[src/rtl/srt_pkg.sv]
package srt_pkg;
    parameter int HINC_W = 14;
    parameter int FINC_W = 23;

    typedef enum logic [1:0] {
        STD_NTSC  = 2'd0,
        STD_PAL   = 2'd1,
        STD_SECAM = 2'd2,
        STD_RSVD  = 2'd3
    } std_e;

    typedef struct packed {
        logic [HINC_W-1:0] hinc;
        logic [FINC_W-1:0] finc;
        logic              seq;
    } frame_fields_t;

    // Sequence bit: follows the line phase only on alternating-line standards
    function automatic logic seq_bit(input std_e s, input logic ph);
        case (s)
            STD_PAL, STD_SECAM: return ph;
            default:            return 1'b0;
        endcase
    endfunction
endpackage

[src/rtl/srt_timing.sv]
module srt_timing #(
    parameter int SLOT_CYCLES = 4,
    parameter int FRAME_SLOTS = 68,
    localparam int SLOT_W = $clog2(FRAME_SLOTS),
    localparam int CYC_W  = $clog2(SLOT_CYCLES)
) (
    input  logic              clk,
    input  logic              rst,
    input  logic              req,
    output logic              busy,
    output logic              start,
    output logic              done,
    output logic [SLOT_W-1:0] slot
);
    logic [CYC_W-1:0] cyc;
    logic             slot_end;

    assign start    = !busy && req;
    assign slot_end = (cyc == CYC_W'(SLOT_CYCLES-1));
    assign done     = busy && slot_end && (slot == SLOT_W'(FRAME_SLOTS-1));

    always_ff @(posedge clk) begin
        if (rst) begin
            busy <= 1'b0;
            slot <= '0;
            cyc  <= '0;
        end else if (start) begin
            busy <= 1'b1;
            slot <= '0;
            cyc  <= '0;
        end else if (busy) begin
            if (slot_end) begin
                cyc <= '0;
                if (done) begin
                    busy <= 1'b0;
                    slot <= '0;
                end else begin
                    slot <= slot + 1'b1;
                end
            end else begin
                cyc <= cyc + 1'b1;
            end
        end
    end

    AST_START_SLOT0: assert property (@(posedge clk) disable iff (rst)
        start |=> (busy && slot == '0));
    AST_SLOT_HOLD: assert property (@(posedge clk) disable iff (rst)
        (busy && !slot_end) |=> $stable(slot));
    AST_SLOT_RANGE: assert property (@(posedge clk) disable iff (rst)
        busy |-> (int'(slot) < FRAME_SLOTS));
    AST_REQ_IGNORED: assert property (@(posedge clk) disable iff (rst)
        (busy && !done && req) |=> busy);
endmodule

[src/rtl/srt_shadow.sv]
module srt_shadow
    import srt_pkg::*;
(
    input  logic              clk,
    input  logic              rst,
    input  logic              start,
    input  logic              done,
    input  logic              busy,
    input  logic [HINC_W-1:0] hinc,
    input  logic [FINC_W-1:0] finc,
    input  logic [1:0]        std,
    input  logic              phase,
    output frame_fields_t     fields
);
    always_ff @(posedge clk) begin
        if (rst) begin
            fields <= '0;
        end else if (start) begin
            fields.hinc <= hinc;
            fields.finc <= finc;
            fields.seq  <= seq_bit(std_e'(std), phase);
        end
    end

    AST_FIELDS_FROZEN: assert property (@(posedge clk) disable iff (rst)
        (busy && !done) |=> $stable(fields));
    AST_NTSC_SEQ_ZERO: assert property (@(posedge clk) disable iff (rst)
        (start && std == STD_NTSC) |=> !fields.seq);
endmodule

[src/rtl/srt_mux.sv]
module srt_mux
    import srt_pkg::*;
#(
    parameter int FRAME_SLOTS = 68,
    parameter int VALID_SLOTS = 64,
    parameter int HRES_SLOTS  = 3,
    localparam int SLOT_W  = $clog2(FRAME_SLOTS),
    localparam int HI_W    = $clog2(HINC_W),
    localparam int FI_W    = $clog2(FINC_W),
    localparam int H_FIRST = 1,
    localparam int H_LAST  = H_FIRST + HINC_W - 1,
    localparam int F_FIRST = H_LAST + 1 + HRES_SLOTS,
    localparam int F_LAST  = F_FIRST + FINC_W - 1,
    localparam int SEQ_POS = F_LAST + 1
) (
    input  logic              busy,
    input  logic [SLOT_W-1:0] slot,
    input  frame_fields_t     fields,
    output logic              sdo,
    output logic              valid
);
    int s;

    always_comb begin
        s     = int'(slot);
        sdo   = 1'b1;
        valid = 1'b0;
        if (busy) begin
            valid = (s < VALID_SLOTS);
            sdo   = 1'b0;
            if (s >= H_FIRST && s <= H_LAST)
                sdo = fields.hinc[HI_W'(H_LAST - s)];
            else if (s >= F_FIRST && s <= F_LAST)
                sdo = fields.finc[FI_W'(F_LAST - s)];
            else if (s == SEQ_POS)
                sdo = fields.seq;
        end
    end
endmodule

[src/rtl/ser_pll_frame_tx.sv]
module ser_pll_frame_tx
    import srt_pkg::*;
#(
    parameter int SLOT_CYCLES = 4,
    parameter int FRAME_SLOTS = 68,
    parameter int VALID_SLOTS = 64,
    parameter int HRES_SLOTS  = 3,
    localparam int SLOT_W = $clog2(FRAME_SLOTS)
) (
    input  logic              clk,
    input  logic              rst,
    input  logic [HINC_W-1:0] hinc_i,
    input  logic [FINC_W-1:0] finc_i,
    input  logic [1:0]        std_i,
    input  logic              phase_i,
    input  logic              frame_req_i,
    output logic              sdo_o,
    output logic              valid_o
);
    logic              busy, start, done;
    logic [SLOT_W-1:0] slot;
    frame_fields_t     fields;

    srt_timing #(.SLOT_CYCLES(SLOT_CYCLES), .FRAME_SLOTS(FRAME_SLOTS)) u_timing (
        .clk(clk), .rst(rst), .req(frame_req_i),
        .busy(busy), .start(start), .done(done), .slot(slot)
    );

    srt_shadow u_shadow (
        .clk(clk), .rst(rst), .start(start), .done(done), .busy(busy),
        .hinc(hinc_i), .finc(finc_i), .std(std_i), .phase(phase_i),
        .fields(fields)
    );

    srt_mux #(.FRAME_SLOTS(FRAME_SLOTS), .VALID_SLOTS(VALID_SLOTS),
              .HRES_SLOTS(HRES_SLOTS)) u_mux (
        .busy(busy), .slot(slot), .fields(fields),
        .sdo(sdo_o), .valid(valid_o)
    );

    AST_VALID_IN_FRAME: assert property (@(posedge clk) disable iff (rst)
        valid_o |-> busy);
    AST_IDLE_HIGH: assert property (@(posedge clk) disable iff (rst)
        !busy |-> (sdo_o && !valid_o));
    AST_START_EDGE: assert property (@(posedge clk) disable iff (rst)
        start |=> !sdo_o);
endmodule

[config.mk]
export PLATFORM = sky130hd
export DESIGN_NAME = ser_pll_frame_tx
export DESIGN_NICKNAME = d
export VERILOG_FILES = /design/src/rtl/srt_pkg.sv /design/src/rtl/srt_timing.sv /design/src/rtl/srt_shadow.sv /design/src/rtl/srt_mux.sv /design/src/rtl/ser_pll_frame_tx.sv
export SDC_FILE = /design/constraint.sdc
export NUM_CORES = 1
export LEC_CHECK = 0
export ABC_CLOCK_PERIOD_IN_PS = 3300
export BUFFER_PORTS_ARGS = -buffer_cell sky130_fd_sc_hd__buf_2
export CAP_MARGIN = 40
export CORE_AREA = 2 2 73 75
export DETAILED_ROUTE_END_ITERATION = 12
export DIE_AREA = 0 0 75 77
export PLACE_DENSITY = 0.84
export REMOVE_ABC_BUFFERS = 1
export SLEW_MARGIN = 20
export SYNTH_ARGS = -nofsm -noshare
export SYNTH_HDL_FRONTEND = slang
export SYNTH_SLANG_ARGS = --single-unit
[constraint.sdc]
create_clock -name clk -period 3.3 [get_ports clk]
set_clock_uncertainty 0.2 [all_clocks]
set_input_delay 0.165 -clock clk [delete_from_list [all_inputs] [get_ports clk]]
set_output_delay 0.165 -clock clk [all_outputs]
set_load 0.01 [all_outputs]
# --- Word-level counts from Yosys, hierarchy flattened ---
# Cells that the tools add are included.
op_classes:
  n_mux: 18
  div: 0
  addsub: 4
  n_eq_ne: 5
  mul: 0
  shifts: 0
  n_reduce_logical: 9
  bitwise: 0
  magnitude_cmp: 7
op_table:
  columns: ["cell", "count"]
  rows:
  - ["$eq 7x7->1 const B", 2]
  - ["$mux 1", 14]
  - ["$add 7x1->7 const B", 1]
  - ["$ge 7x1->1 const B", 1]
  - ["$ge 7x5->1 const B", 1]
  - ["$le 7x4->1 const B", 1]
  - ["$le 7x6->1 const B", 1]
  - ["$lt 5x7->1 const B", 1]
  - ["$lt 7x7->1 const B", 1]
  - ["$mux 7", 1]
  - ["$lt 4x6->1 const B", 1]
  - ["$bmux 1 s5", 1]
  - ["$logic_and 1x1->1", 5]
  - ["$sub 4x5->5 const A", 1]
  - ["$bmux 1 s4", 1]
  - ["$eq 2x2->1 const B", 2]
  - ["$reduce_or 2->1", 2]
  - ["$sub 4x4->4 const A", 1]
  - ["$add 2x1->2 const B", 1]
  - ["$eq 2x1->1 const B", 1]
  - ["$mux 2", 1]
  - ["$reduce_and 2->1", 1]
  - ["$logic_not 1->1", 1]
word_totals:
  word_cells: 49
  rom_bits: 0
  memories: 0
  latch_bits: 0
  out_inout_bits: 2
  inputBits: 43
  regBits: 48
  ram_bits: 0

# --- Logic depth before layout (Yosys ltp) ---
# Gate-level depths: netlist of run 1.
depth:
  ltp_word: 7
  mapped_depth: 11
  depth_no_buf: 9

# --- Hierarchy ---
# From an unflattened synthesis of run 1, not the netlist that was laid out.
hier_totals:
  cells_unflattened: 239
  hier_area_um2: 2439.8
by_module_without_submodules:
  columns: ["module", "area_each_um2", "instances", "seq_area_each_um2", "cells_per_inst"]
  rows:
  - ["srt_shadow", 1376.3, 1, 760.7, 125]
  - ["srt_mux", 570.5, 1, 0.0, 59]
  - ["srt_timing", 493.0, 1, 200.2, 55]

# --- Worst setup path after synthesis of run 1 ---
# Ideal clock, no wire load.
synth_timing:
  path_type: "reg2out"
  startpoint: "register u_timing.slot[0]"
  endpoint: "output port sdo_o"
  stages_incl_launch_ff: 11
  required_ns: 2.935
  slack_ns: 0.084
  t_arrival_ns: 2.851
  cell_sequence: "dfxtp_1 buf_6 inv_1 ha_1 ha_1 buf_4 mux2_1 o311a_2 o221a_1 o41ai_1 o2111ai_1"
synth_via:
  elab_chain_cells: 7
  elab_cells_between_ends: 19
  cone_classes: "add/sub: 2; order compare: 4; eq/ne: 1; mux: 10; reduce/logical: 2"
synth_lines:
  columns: ["item", "line_no", "rtl"]
  rows:
  - ["start, declared", "srt_timing.sv:13", "output logic [SLOT_W-1:0] slot"]
  - ["start signal, assigned", "srt_timing.sv:38", "slot <= slot + 1'b1;"]
  - ["$sub 4x5->5", "srt_mux.sv:34", "sdo = fields.finc[FI_W'(F_LAST - s)];"]
  - ["$bmux 1 s5", "srt_mux.sv:34", null]
  - ["$mux 1 (implied by the code) (2 in a row)", "srt_mux.sv:34", null]
  - ["$mux 1", "srt_mux.sv:33", "else if (s >= F_FIRST && s <= F_LAST)"]
  - ["$mux 1 *", "srt_mux.sv:31", "if (s >= H_FIRST && s <= H_LAST)"]
  - ["$mux 1 *", "srt_mux.sv:28", "if (busy) begin"]
  - ["end, declared", "ser_pll_frame_tx.sv:17", "output logic sdo_o,"]
# Mark *: on every way between the ends. The rest lies on a longest branch, timed or not. The select of a mux whose other input is x is not followed.

# --- Worst setup path in the final report of run 1 ---
layout_timing:
  startpoint: "register u_timing.slot[2]"
  endpoint: "output port sdo_o"
# The elaborated chain is that of the path after synthesis.

==> results of run 1 <==
==> per-layer routing <==
metal  up-vias  track usage
met2        82        0.362
met4         0       0.0964
met5         -            0
met3        16       0.0434
met1      1081        0.271
li1       1147            -
==> cell usage in the layout, fill, tap and decap left out, types with 5 or more instances in the layout <==
cell	instances
xnor2_1	6
buf_2	44
dlygate4sd3_1	39
dfxtp_1	45
nand3_1	6
buf_4	7
clkbuf_8	5
nand2_1	83
nor2_1	15
mux4_2	7
nor3_1	8
a21oi_1	46
==> cell families (layout without fill, tap and decap cells) <==
family,Yosys count,after routing
AOI/OAI and AO/OA,62,62
muxes,15,15
and+or+nand+nor,126,126
adders and majority gates,6,6
xor gates and xnor gates,8,8
buffers and inverters,25,101
DFF,48,48
==> state kept, by name, indices dropped and copies added, names as in the netlist <==
| name | flops |
|---|---|
| u_timing.busy | 1 |
| u_timing.slot | 7 |
| u_timing.cyc | 2 |
| u_shadow.fields | 38 |
==> cells in the mapped netlist <==
master / instances / share of area
a211o_1: 1 / 0.0036
a211oi_1: 2 / 0.0062
a21boi_0: 1 / 0.0031
a21oi_1: 46 / 0.096
a221oi_1: 1 / 0.0036
buf_2: 1 / 0.0021
buf_4: 2 / 0.0062
buf_6: 2 / 0.0094
clkbuf_1: 14 / 0.022
clkbuf_8: 2 / 0.011
dfxtp_1: 48 / 0.40
ha_1: 6 / 0.031
inv_1: 4 / 0.0062
mux2_1: 1 / 0.0047
mux2_2: 2 / 0.0094
mux2i_1: 4 / 0.017
mux2i_4: 1 / 0.0094
mux4_1: 2 / 0.022
mux4_2: 5 / 0.047
nand2_1: 83 / 0.13
nand2b_1: 1 / 0.0026
nand3_1: 6 / 0.012
nand3b_1: 2 / 0.0062
nand4_1: 1 / 0.0026
nand4b_1: 1 / 0.0036
nor2_1: 15 / 0.023
nor2b_1: 2 / 0.0052
nor3_1: 8 / 0.017
nor3b_1: 3 / 0.0094
o2111ai_1: 1 / 0.0036
o211ai_1: 1 / 0.0031
o21ai_0: 3 / 0.0062
o221a_1: 1 / 0.0047
o311a_2: 1 / 0.0047
o311ai_0: 1 / 0.0036
o31ai_1: 2 / 0.0062
o41ai_1: 1 / 0.0036
or2b_1: 1 / 0.0031
or2b_2: 1 / 0.0036
or4_1: 1 / 0.0031
or4_2: 1 / 0.0036
xnor2_1: 6 / 0.022
xor2_1: 2 / 0.0073
==> critical path, delay by kind of cell, from the launching register on <==
kind,cells,cell delay [ns]
AOI/OAI and AO/OA,4,1.08
adders and majority gates,1,0.32
buffers and inverters,2,0.33
DFF,1,0.40
muxes,1,0.32
==> worst min-delay path by stage <==
stage                           start             endpoint  slack (ns)  depth (start not counted)
final                     frame_req_i      u_timing.cyc[0]        0.02                          4
after global routing      frame_req_i      u_timing.cyc[0]        0.07                          4
after CTS                 frame_req_i      u_timing.cyc[0]        0.02                          4
after detailed placement    finc_i[9]  u_shadow.fields[10]        0.21                          3
after global placement      finc_i[9]  u_shadow.fields[10]        0.20                          3
after floorplan                   rst   u_shadow.fields[0]        0.03                          1
==> report_power, final <==
group          switching [uW]  internal [uW]
Sequential               18.8            608
Combinational            76.7           85.8
Clock                     187            144
Total                     282            838
==> final cells by class <==
| cell class | instances | area, um2 | share of cell area |
|---|---|---|---|
| Clock buffer | 6 | 72.6 | 0.0231 |
| Sequential cell | 48 | 967 | 0.308 |
| Clock inverter | 1 | 5.00 | 0.00159 |
| Multi-Input combinational cell | 217 | 1330 | 0.424 |
| Tap cell | 70 | 87.6 | 0.0279 |
| Timing Repair Buffer | 90 | 663 | 0.211 |
| Inverter | 4 | 15.0 | 0.00478 |
==> metrics by stage <==
stage,hold WS (ns),instances
2_1_floorplan,0.0341,269
3_3_place_gp,0.205,390
3_5_place_dp,0.213,390
4_1_cts,0.0218,436
5_1_grt,0.0660,436
6_report,0.0218,436
==> timing repair <==
item,4_1_cts,5_1_grt
pin swaps,1,2
setup endpoints to repair,1,1
resized for setup,4,7
hold buffers,39,0
hold endpoints to repair,38,0
==> results by group, run 1 <==
Place
  • PortBufs: 44
  • Post-Place Cell Area: 2640 um2
  • Routability congestion estimate: 0.908
  • Place WS: 0.177 ns
  • DP HPWL: 3.62 mm

GRT
  • Vias in the first global route: 2247
  • Total grt overflow: 0
  • Total GRT Usage: 0.219
  • First-pass GRT wire length: 9.90 mm
  • Initial antenna violation count: 0
  • Largest net degree at the start of global routing: 45

Cells and area
  • Fin nets: 415
  • Inserted Diodes: 0
  • FILL cells: 373
  • Share of cells above drive strength 1: 0.213
  • Synthesis-to-finish area growth: 30.8%
  • Final core occ: 0.631
  • Post-route cell area: 3140 um2

Power and ir drop
  • Lkg Pwr: 0.00120 uW
  • Power Density: 357 nW/um2
  • Peak supply drop: 0.306 mV
  • Total Power: 1120 uW

Critical path
  • CP cell instances: inv_1 -> ha_4 -> mux2_1 -> o311a_2 -> o221a_1 -> o41ai_2 -> o2111ai_1 -> buf_2
  • CP startpoint: u_timing.slot[2]
  • Critical path launch point type: flop
  • Critical path capture point type: output pin
  • R2r endpoint: u_shadow.fields[0]
  • Worst R2R Path Depth: 4
  • Setup slack, reg-to-reg: 1.08 ns
  • CP arrival: 2.75 ns
  • Crit path kind: flop to output pin
  • Reg-to-Reg Start: u_timing.busy
  • Critical Path RT: 2.93 ns
  • Crit path max-delay cell type: dfxtp_4
  • Slowest cell delay on critical path: 0.40 ns
  • CP Max Fanout: 10
  • Critical Path End: sdo_o

Detailed routing
  • Post-DRT Antenna Nets: 0
  • Top sig layer: met4
  • M1 WL: 2.42 mm
  • DRT Wirelength: 5.95 mm
  • Met2 wire length: 3.08 mm
  • DR vias/cell: 5.33
  • Routed vias: 2326
  • Drt pass-1 iters: 4
  • DR WL met3: 286 um
  • Initial DRC Count: 143
  • Remaining DRCs: 0
  • Routed length per instance: 13.7 um

Logic synthesis
  • Largest family of logic cells by synthesized area: simple AND/OR/NAND/NOR gates
  • Compound-cell area share of the yosys netlist: 0.148
  • Mean Syn Cell Area: 8.29 um2
  • Cell variety after synth: 43
  • Adder-cell share of the synthesized area: 0.0312
  • Xor/xnor cell area share of the yosys netlist: 0.0292
  • Post-synthesis simple-gate area fraction: 0.225
  • #FFs+latches synth: 48
  • Yosys synthesis warning count: 0
  • Synth Cell Area: 2400 um2
  • Post-Syn Instances: 290
  • Register area share after synthesis: 0.400
  • Multiplexer area fraction after synthesis: 0.109

Floorplanning
  • Core box area: 4980 um2
  • Initial core utilization: 0.483
  • Die area: 5780 um2
  • Die width: 75 um
  • Boundary Pins: 45
  • Cell Rows: 26
  • Die Height: 77 um

Timing
  • Fmax: 321 MHz
  • Rel. slew slack: 0.491
  • Period utilisation layout: 0.945
  • Measured slew at the worst slew-check pin: 0.764 ns
  • Fin. Hold Viols: 0
  • Setup slack after layout: 0.181 ns
  • Final setup vio count: 0
  • Min cycle time layout: 3.12 ns
  • RSZ-0062 raised after global routing: false
  • Setup TNS: 0 ns
  • Final Max Tran Viols: 0

Run status
  • Outcome: finished clean

Clock network
  • Clock-pin slew on the worst setup and hold paths: 0.09 ns
  • CTS sink count: 48
  • H-tree levels: 2
  • Skew-Pair Late Insertion Delay: 0.30 ns
  • Total CTS buffers: 5
  • Post-CTS setup buffers: 0
  • CTS Root Cell: clkbuf_8
  • CTS Buffer Depth: 2
  • CTS tree: built

Worst hold path
  • Hold Path Class: input port to flop

Job
  • Max-cap violations: 0
(Power assumes the default switching activity.)
==> run 2, diff against run 1 <==
--- a/config.mk
+++ b/config.mk
@@ -6,12 +6,12 @@
 export NUM_CORES = 1
 export LEC_CHECK = 0
 export ABC_CLOCK_PERIOD_IN_PS = 3300
-export BUFFER_PORTS_ARGS = -buffer_cell sky130_fd_sc_hd__buf_2
 export CAP_MARGIN = 40
 export CORE_AREA = 2 2 73 75
 export DETAILED_ROUTE_END_ITERATION = 12
 export DIE_AREA = 0 0 75 77
-export PLACE_DENSITY = 0.84
+export DONT_BUFFER_PORTS = 1
+export PLACE_DENSITY = 0.76
 export REMOVE_ABC_BUFFERS = 1
 export SLEW_MARGIN = 20
 export SYNTH_ARGS = -nofsm -noshare
==> run 2 against run 1 <==
Compared with the run above:
- via count shrank 4.3%
- combinational power is essentially flat
- sequential share of layout area shrank 0.89 points
- largest power group unchanged
==> results by group, run 2 (synthesis gave the netlist of run 1 again) <==
Run status
  • Outcome: finished clean

GRT
  • Total GRT Usage: 0.218 (-0.00174)
  • Largest net degree at the start of global routing: 45 (unchanged)
  • Total grt overflow: 0 (unchanged)
  • Initial antenna violation count: 0 (unchanged)
  • First-pass GRT wire length: 9.75 mm (-1.5%)
  • Vias in the first global route: 2140 (-4.8%)

Timing
  • Rel. slew slack: 0.571 (+0.0798)
  • Measured slew at the worst slew-check pin: 0.639 ns (-0.125 ns)
  • RSZ-0062 raised after global routing: false
  • WHS: 0.0843 ns (+0.0625 ns)
  • Min cycle time layout: 3.19 ns (+0.0725 ns)
  • Period utilisation layout: 0.967 (+0.0220)
  • Final Max Tran Viols: 0 (unchanged)
  • Final setup vio count: 0 (unchanged)
  • Fmax: 313 MHz (-2.3%)
  • Setup TNS: 0 ns (unchanged)
  • Fin. Hold Viols: 0 (unchanged)

Critical path
  • CP arrival: 2.83 ns (+0.08 ns)
  • WP buf/inv: 1 (-1)
  • Critical Path RT: 2.93 ns (about the same)
  • CP cell instances: inv_1 -> ha_1 -> ha_4 -> mux2_1 -> o311a_2 -> o221a_1 -> o41ai_2 -> o2111ai_2
  • Top delay family on crit path: compound AO/OA/AOI/OAI gates
  • Crit path kind: flop to output pin
  • Critical path capture point type: output pin
  • CP Max Fanout: 4 (-6)
  • Critical path launch point type: flop
  • Crit path max-delay cell type: o41ai_2
  • Slowest cell delay on critical path: 0.39 ns (about the same)

Clock network
  • Post-CTS setup buffers: 0 (unchanged)
  • Clock-pin slew on the worst setup and hold paths: 0.09 ns (about the same)
  • H-tree levels: 2 (unchanged)
  • Skew-Pair Late Insertion Delay: 0.30 ns (about the same)
  • CTS sink count: 48 (unchanged)
  • CTS Buffer Depth: 2 (unchanged)
  • Total CTS buffers: 5 (unchanged)
  • CTS Root Cell: clkbuf_8
  • CTS tree: built

Job
  • Max-cap violations: 0 (unchanged)

Cells and area
  • Largest Register: u_shadow.fields
  • Most frequent cells in the layout: 83 x nand2_1, 64 x dlygate4sd3_1, 47 x dfxtp_1
  • Share of cells above drive strength 1: 0.0888 (-0.124)
  • Biggest registers after layout: u_shadow.fields: 38 flops, u_timing.slot: 7 flops, u_timing.cyc: 2 flops
  • Inserted Diodes: 0 (unchanged)
  • Synthesis-to-finish area growth: 33.9%
  • Fin nets: 397 (-4.3%)
  • Max FFs per register: 38 (unchanged)
  • Most common cell after layout, fill and taps aside: nand2_1

Detailed routing
  • Routed length per instance: 14.1 um (+3.5%)
  • Initial DRC Count: 156 (+9.1%)
  • DRT Wirelength: 5.92 mm (-0.52%)
  • DR vias/cell: 5.32 (-0.37%)
  • Routed vias: 2227 (-4.3%)
  • Remaining DRCs: 0 (unchanged)
  • Post-DRT Antenna Nets: 0 (unchanged)
  • Drt pass-1 iters: 4 (unchanged)

Place
  • Routability congestion estimate: 0.924 (+1.7%)
  • PortBufs: 0 (-100%)
  • DP HPWL: 3.51 mm (-3.1%)

Power and ir drop
  • Total Power: 1210 uW (+8.3%)
  • Power Density: 377 nW/um2 (+5.7%)
  • Lkg Pwr: 0.00122 uW (+1.3%)
  • Peak supply drop: 0.267 mV (-13%)

Floorplanning
  • Initial core utilization: 0.483 (unchanged)
  • Boundary Pins: 45 (unchanged)
  • Die width: 75 um (unchanged)
  • Die area: 5780 um2 (unchanged)
  • Cell Rows: 26 (unchanged)
  • Die Height: 77 um (unchanged)
  • Core box area: 4980 um2 (unchanged)

Worst hold path
  • Hold Path Class: input port to flop
[run 2: changes by cell type in the layout (fill, tap and decap cells not counted), moves of 2 or more]
cell / delta
mux4_1: +2
dlygate4sd3_1: +25
buf_2: -44
dfxtp_1: +2
mux4_2: -2
[run 2: through the flow]
stage / util / setup slack [ns] / instance area [um2] / instances
floorplan: - / -0.113 / 2280 / 269
global placement: 0.487 / 0.356 / 2420 / 346
detailed placement: 0.487 / 0.348 / 2420 / 346
CTS: 0.644 / 0.0692 / 3210 / 419
global route: 0.647 / 0.0328 / 3220 / 419
finish: 0.647 / 0.108 / 3220 / 419
[run 2: path summary, 6_finish.rpt]
path	start	to	slack, ns	cells after the start
setup / recovery	u_timing.slot[0]	sdo_o	0.11	8
hold / removal	frame_req_i	u_shadow.fields[32]	0.08	3
setup reg to reg	u_timing.busy	u_shadow.fields[4]	0.79	5
hold reg to reg	u_shadow.fields[1]	u_shadow.fields[1]	0.26	2
[run 2: power by group]
group	switching (uW)	total, uW	internal, uW	leakage (uW)
Combinational	74.4	166	91.4	0.000771
Clock	194	419	225	0.0000552
Sequential	19.3	628	609	0.000394
[run 2: per-layer routing]
metal / global-route usage / share of wire / wire length (um) / up-vias
met2: 0.372 / 0.52 / 3080 / 47
met3: 0.0368 / 0.032 / 189 / 9
met4: 0.0554 / 0.017 / 100 / 0
met5: 0 / 0 / 0 / -
met1: 0.279 / 0.43 / 2560 / 1063
li1: - / - / - / 1108
[run 2: worst reg2reg max path: stages, from the launching register on]
cell	delay [ns]
dfxtp_1	0.44
nor2b_2	0.51
buf_4	0.41
nand2_1	0.12
a21oi_1	0.16
dlygate4sd3_1	0.61
[run 2: layout make-up]
cell class	instances	area, um2
Multi-Input combinational cell	217	1330
Inverter	4	15.0
Tap cell	70	87.6
Sequential cell	48	962
Timing Repair Buffer	72	713
Clock inverter	2	35.0
Fill cell	399	1760
Clock buffer	6	72.6
[run 2: what timing repair did]
action | CTS | global route
gates resized for setup | 3 | 1
hold endpoints to repair | 48 | 0
pin swaps | 0 | 1
setup endpoints to repair | 1 | 1
hold buffers | 65 | 0
==> run 3, diff against run 2 <==
--- a/config.mk
+++ b/config.mk
@@ -5,7 +5,7 @@
 export SDC_FILE = /design/constraint.sdc
 export NUM_CORES = 1
 export LEC_CHECK = 0
-export ABC_CLOCK_PERIOD_IN_PS = 3300
+export ABC_CLOCK_PERIOD_IN_PS = 2600
 export CAP_MARGIN = 40
 export CORE_AREA = 2 2 73 75
 export DETAILED_ROUTE_END_ITERATION = 12
==> constraint.sdc (replaced) <==
create_clock -name clk -period 2.6 [get_ports clk]
set_clock_uncertainty 0.2 [all_clocks]
set_input_delay 0.13 -clock clk [delete_from_list [all_inputs] [get_ports clk]]
set_output_delay 0.13 -clock clk [all_outputs]
set_load 0.01 [all_outputs]
==> run 3 against run 2 <==
Compared with the run above:
- the flow now finishes with violations (negative setup slack)
- via count rose by 4.2%
- global-route usage up 2.6 points
- sequential power up 27%
- clock power is 50% higher
- worst hold slack worse by 0.0099 ns
- register-to-register slack got worse by 0.63 ns
- count of clock-buffer cells in the layout fell by 1
- first-iteration DRC count shrank 21%
- cell count increased by 2.1%
- sequential share of layout area down 1.2 points
- sequential cell count is the same
- highest routed layer unchanged
==> results by group, run 3 (synthesis gave the netlist of run 1 again) <==
Worst hold path
  • Hold Path Class: input port to flop

Cells and area
  • FILL cells: 342 (-14%)
  • Post-route cell area: 3360 um2 (+4.4%)
  • Area of the multi-input gates: 1370 um2 (+2.3%)
  • Largest Register: u_shadow.fields
  • Biggest registers after layout: u_shadow.fields: 38 flops, u_timing.slot: 7 flops, u_timing.cyc: 2 flops
  • Max FFs per register: 38 (unchanged)
  • Share of cells above drive strength 1: 0.131 (+0.0425)
  • Synthesis-to-finish area growth: 39.8%
  • Most frequent cells in the layout: 83 x nand2_1, 66 x dlygate4sd3_1, 46 x a21oi_1, 46 x dfxtp_1, 15 x nor2_1
  • Inserted Diodes: 0 (unchanged)
  • Most common cell after layout, fill and taps aside: nand2_1
  • Register area: 963 um2 (+0.13%)
  • Fin nets: 407 (+2.5%)

Place
  • PortBufs: 0 (unchanged)
  • Place WS: -0.209 ns (-0.558 ns)
  • Post-Place Cell Area: 2480 um2 (+2.2%)
  • DP HPWL: 3.61 mm (+2.7%)
  • Routability congestion estimate: 0.891 (-3.6%)

Clock network
  • Skew-Pair Late Insertion Delay: 0.30 ns (about the same)
  • H-tree levels: 2 (unchanged)
  • CTS Root Cell: clkbuf_8
  • CTS tree: built
  • CTS sink count: 48 (unchanged)
  • Total CTS buffers: 5 (unchanged)
  • CTS Buffer Depth: 2 (unchanged)
  • Clock-pin slew on the worst setup and hold paths: 0.09 ns (about the same)

Power and ir drop
  • Lkg Pwr: 0.00128 uW (+4.8%)
  • Power Density: 491 nW/um2 (+30%)
  • Peak supply drop: 0.337 mV (+26%)

Run status
  • Failing checks: negative setup slack
  • Outcome: complete, but fails checks

Critical path
  • CP arrival: 2.55 ns (-0.28 ns)
  • Critical path capture point type: output pin
  • Critical path launch point type: flop
  • CP Max Fanout: 3 (-1)
  • Critical Path RT: 2.27 ns (-0.66 ns)
  • Crit path kind: flop to output pin

Floorplanning
  • Die Height: 77 um (unchanged)
  • Boundary Pins: 45 (unchanged)
  • Die width: 75 um (unchanged)
  • Core box area: 4980 um2 (unchanged)
  • Die area: 5780 um2 (unchanged)
  • Initial core utilization: 0.483 (unchanged)
  • Cell Rows: 26 (unchanged)

Timing
  • Fmax: 347 MHz
  • Measured slew at the worst slew-check pin: 0.836 ns (+0.197 ns)
  • Setup slack after layout: -0.280 ns (-0.389 ns)
  • Fin. Hold Viols: 0 (unchanged)
  • Final Max Tran Viols: 0 (unchanged)
  • RSZ-0062 raised after global routing: true
  • Rel. slew slack: 0.438 (-0.133)
  • Min cycle time layout: 2.88 ns
  • Period utilisation layout: 1.11
  • Final setup vio count: 1 (+1)

Detailed routing
  • Routed length per instance: 15.0 um (+6.3%)
  • DR vias/cell: 5.42 (+2.0%)
  • Post-DRT Antenna Nets: 0 (unchanged)
  • Remaining DRCs: 0 (unchanged)
  • Drt pass-1 iters: 6 (+2)
  • Routed vias: 2320 (+4.2%)
  • DRT Wirelength: 6.43 mm (+8.6%)
  • Initial DRC Count: 124 (-21%)

GRT
  • Total grt overflow: 0 (unchanged)
  • Largest net degree at the start of global routing: 45 (unchanged)
  • Vias in the first global route: 2401 (+12%)
  • Total GRT Usage: 0.244 (+0.0261)
  • Initial antenna violation count: 0 (unchanged)
  • First-pass GRT wire length: 10.9 mm (+12%)

Job
  • Max-cap violations: 0 (unchanged)
==> run 3: worst paths after layout <==
kind,cells past startpoint,slack (ns),from,end
min reg2reg,2,0.26,u_shadow.fields[33],u_shadow.fields[33]
max reg2reg,5,0.16,u_timing.busy,u_shadow.fields[9]
min,3,0.07,frame_req_i,u_timing.slot[3]
max,10,-0.28,u_timing.slot[1],sdo_o
==> run 3: metrics by stage <==
stage          setup TNS [ns]  hold WS, ns  utilization  power [uW]  std cells
2_1_floorplan          -0.778    -0.000934            -         895        269
3_3_place_gp           -0.200      0.00189        0.497         925        353
3_5_place_dp           -0.209      0.00407        0.497         932        353
4_1_cts                -0.242       0.0737        0.675        1650        428
5_1_grt                -0.359        0.109        0.675        1710        428
6_report               -0.280       0.0743        0.675        1650        428
==> run 3: per-layer routing <==
metal,track usage,vias up,part of all wire
met4,0.102,0,0.031
met3,0.0526,21,0.046
met1,0.305,1101,0.41
li1,-,1126,-
met5,0,-,0
met2,0.397,72,0.51
==> run 3: cell type report <==
cell class                      instances  area share
Timing Repair Buffer                   82       0.238
Tap cell                               70      0.0261
Clock buffer                            5      0.0205
Inverter                                4     0.00447
Multi-Input combinational cell        217       0.406
Clock inverter                          2      0.0179
Sequential cell                        48       0.287
==> run 3: worst max-delay path: stages, from the launching register on <==
cell,delay [ns]
dfxtp_2,0.35
inv_2,0.05
ha_4,0.16
ha_4,0.28
buf_6,0.09
mux4_2,0.30
mux2i_4,0.17
buf_6,0.13
a211oi_4,0.05
o41ai_2,0.40
o2111ai_2,0.25
==> run 3: power by group <==
part	leakage (uW)	total [uW]	internal, uW	switching (uW)
clock	0.0000642	628	379	249
sequential	0.000394	798	773	25.4
combinational	0.000820	225	124	101
total	0.00128	1650	1280	376
==> run 3: repair_timing <==
item | 4_1_cts | 5_1_grt
resized for setup | 17 | 0
pin swaps | 5 | 1
setup buffers | 1 | 0
setup endpoints to repair | 1 | 1
hold endpoints to repair | 48 | 0
hold buffers | 67 | 0
gates cloned | 0 | 0
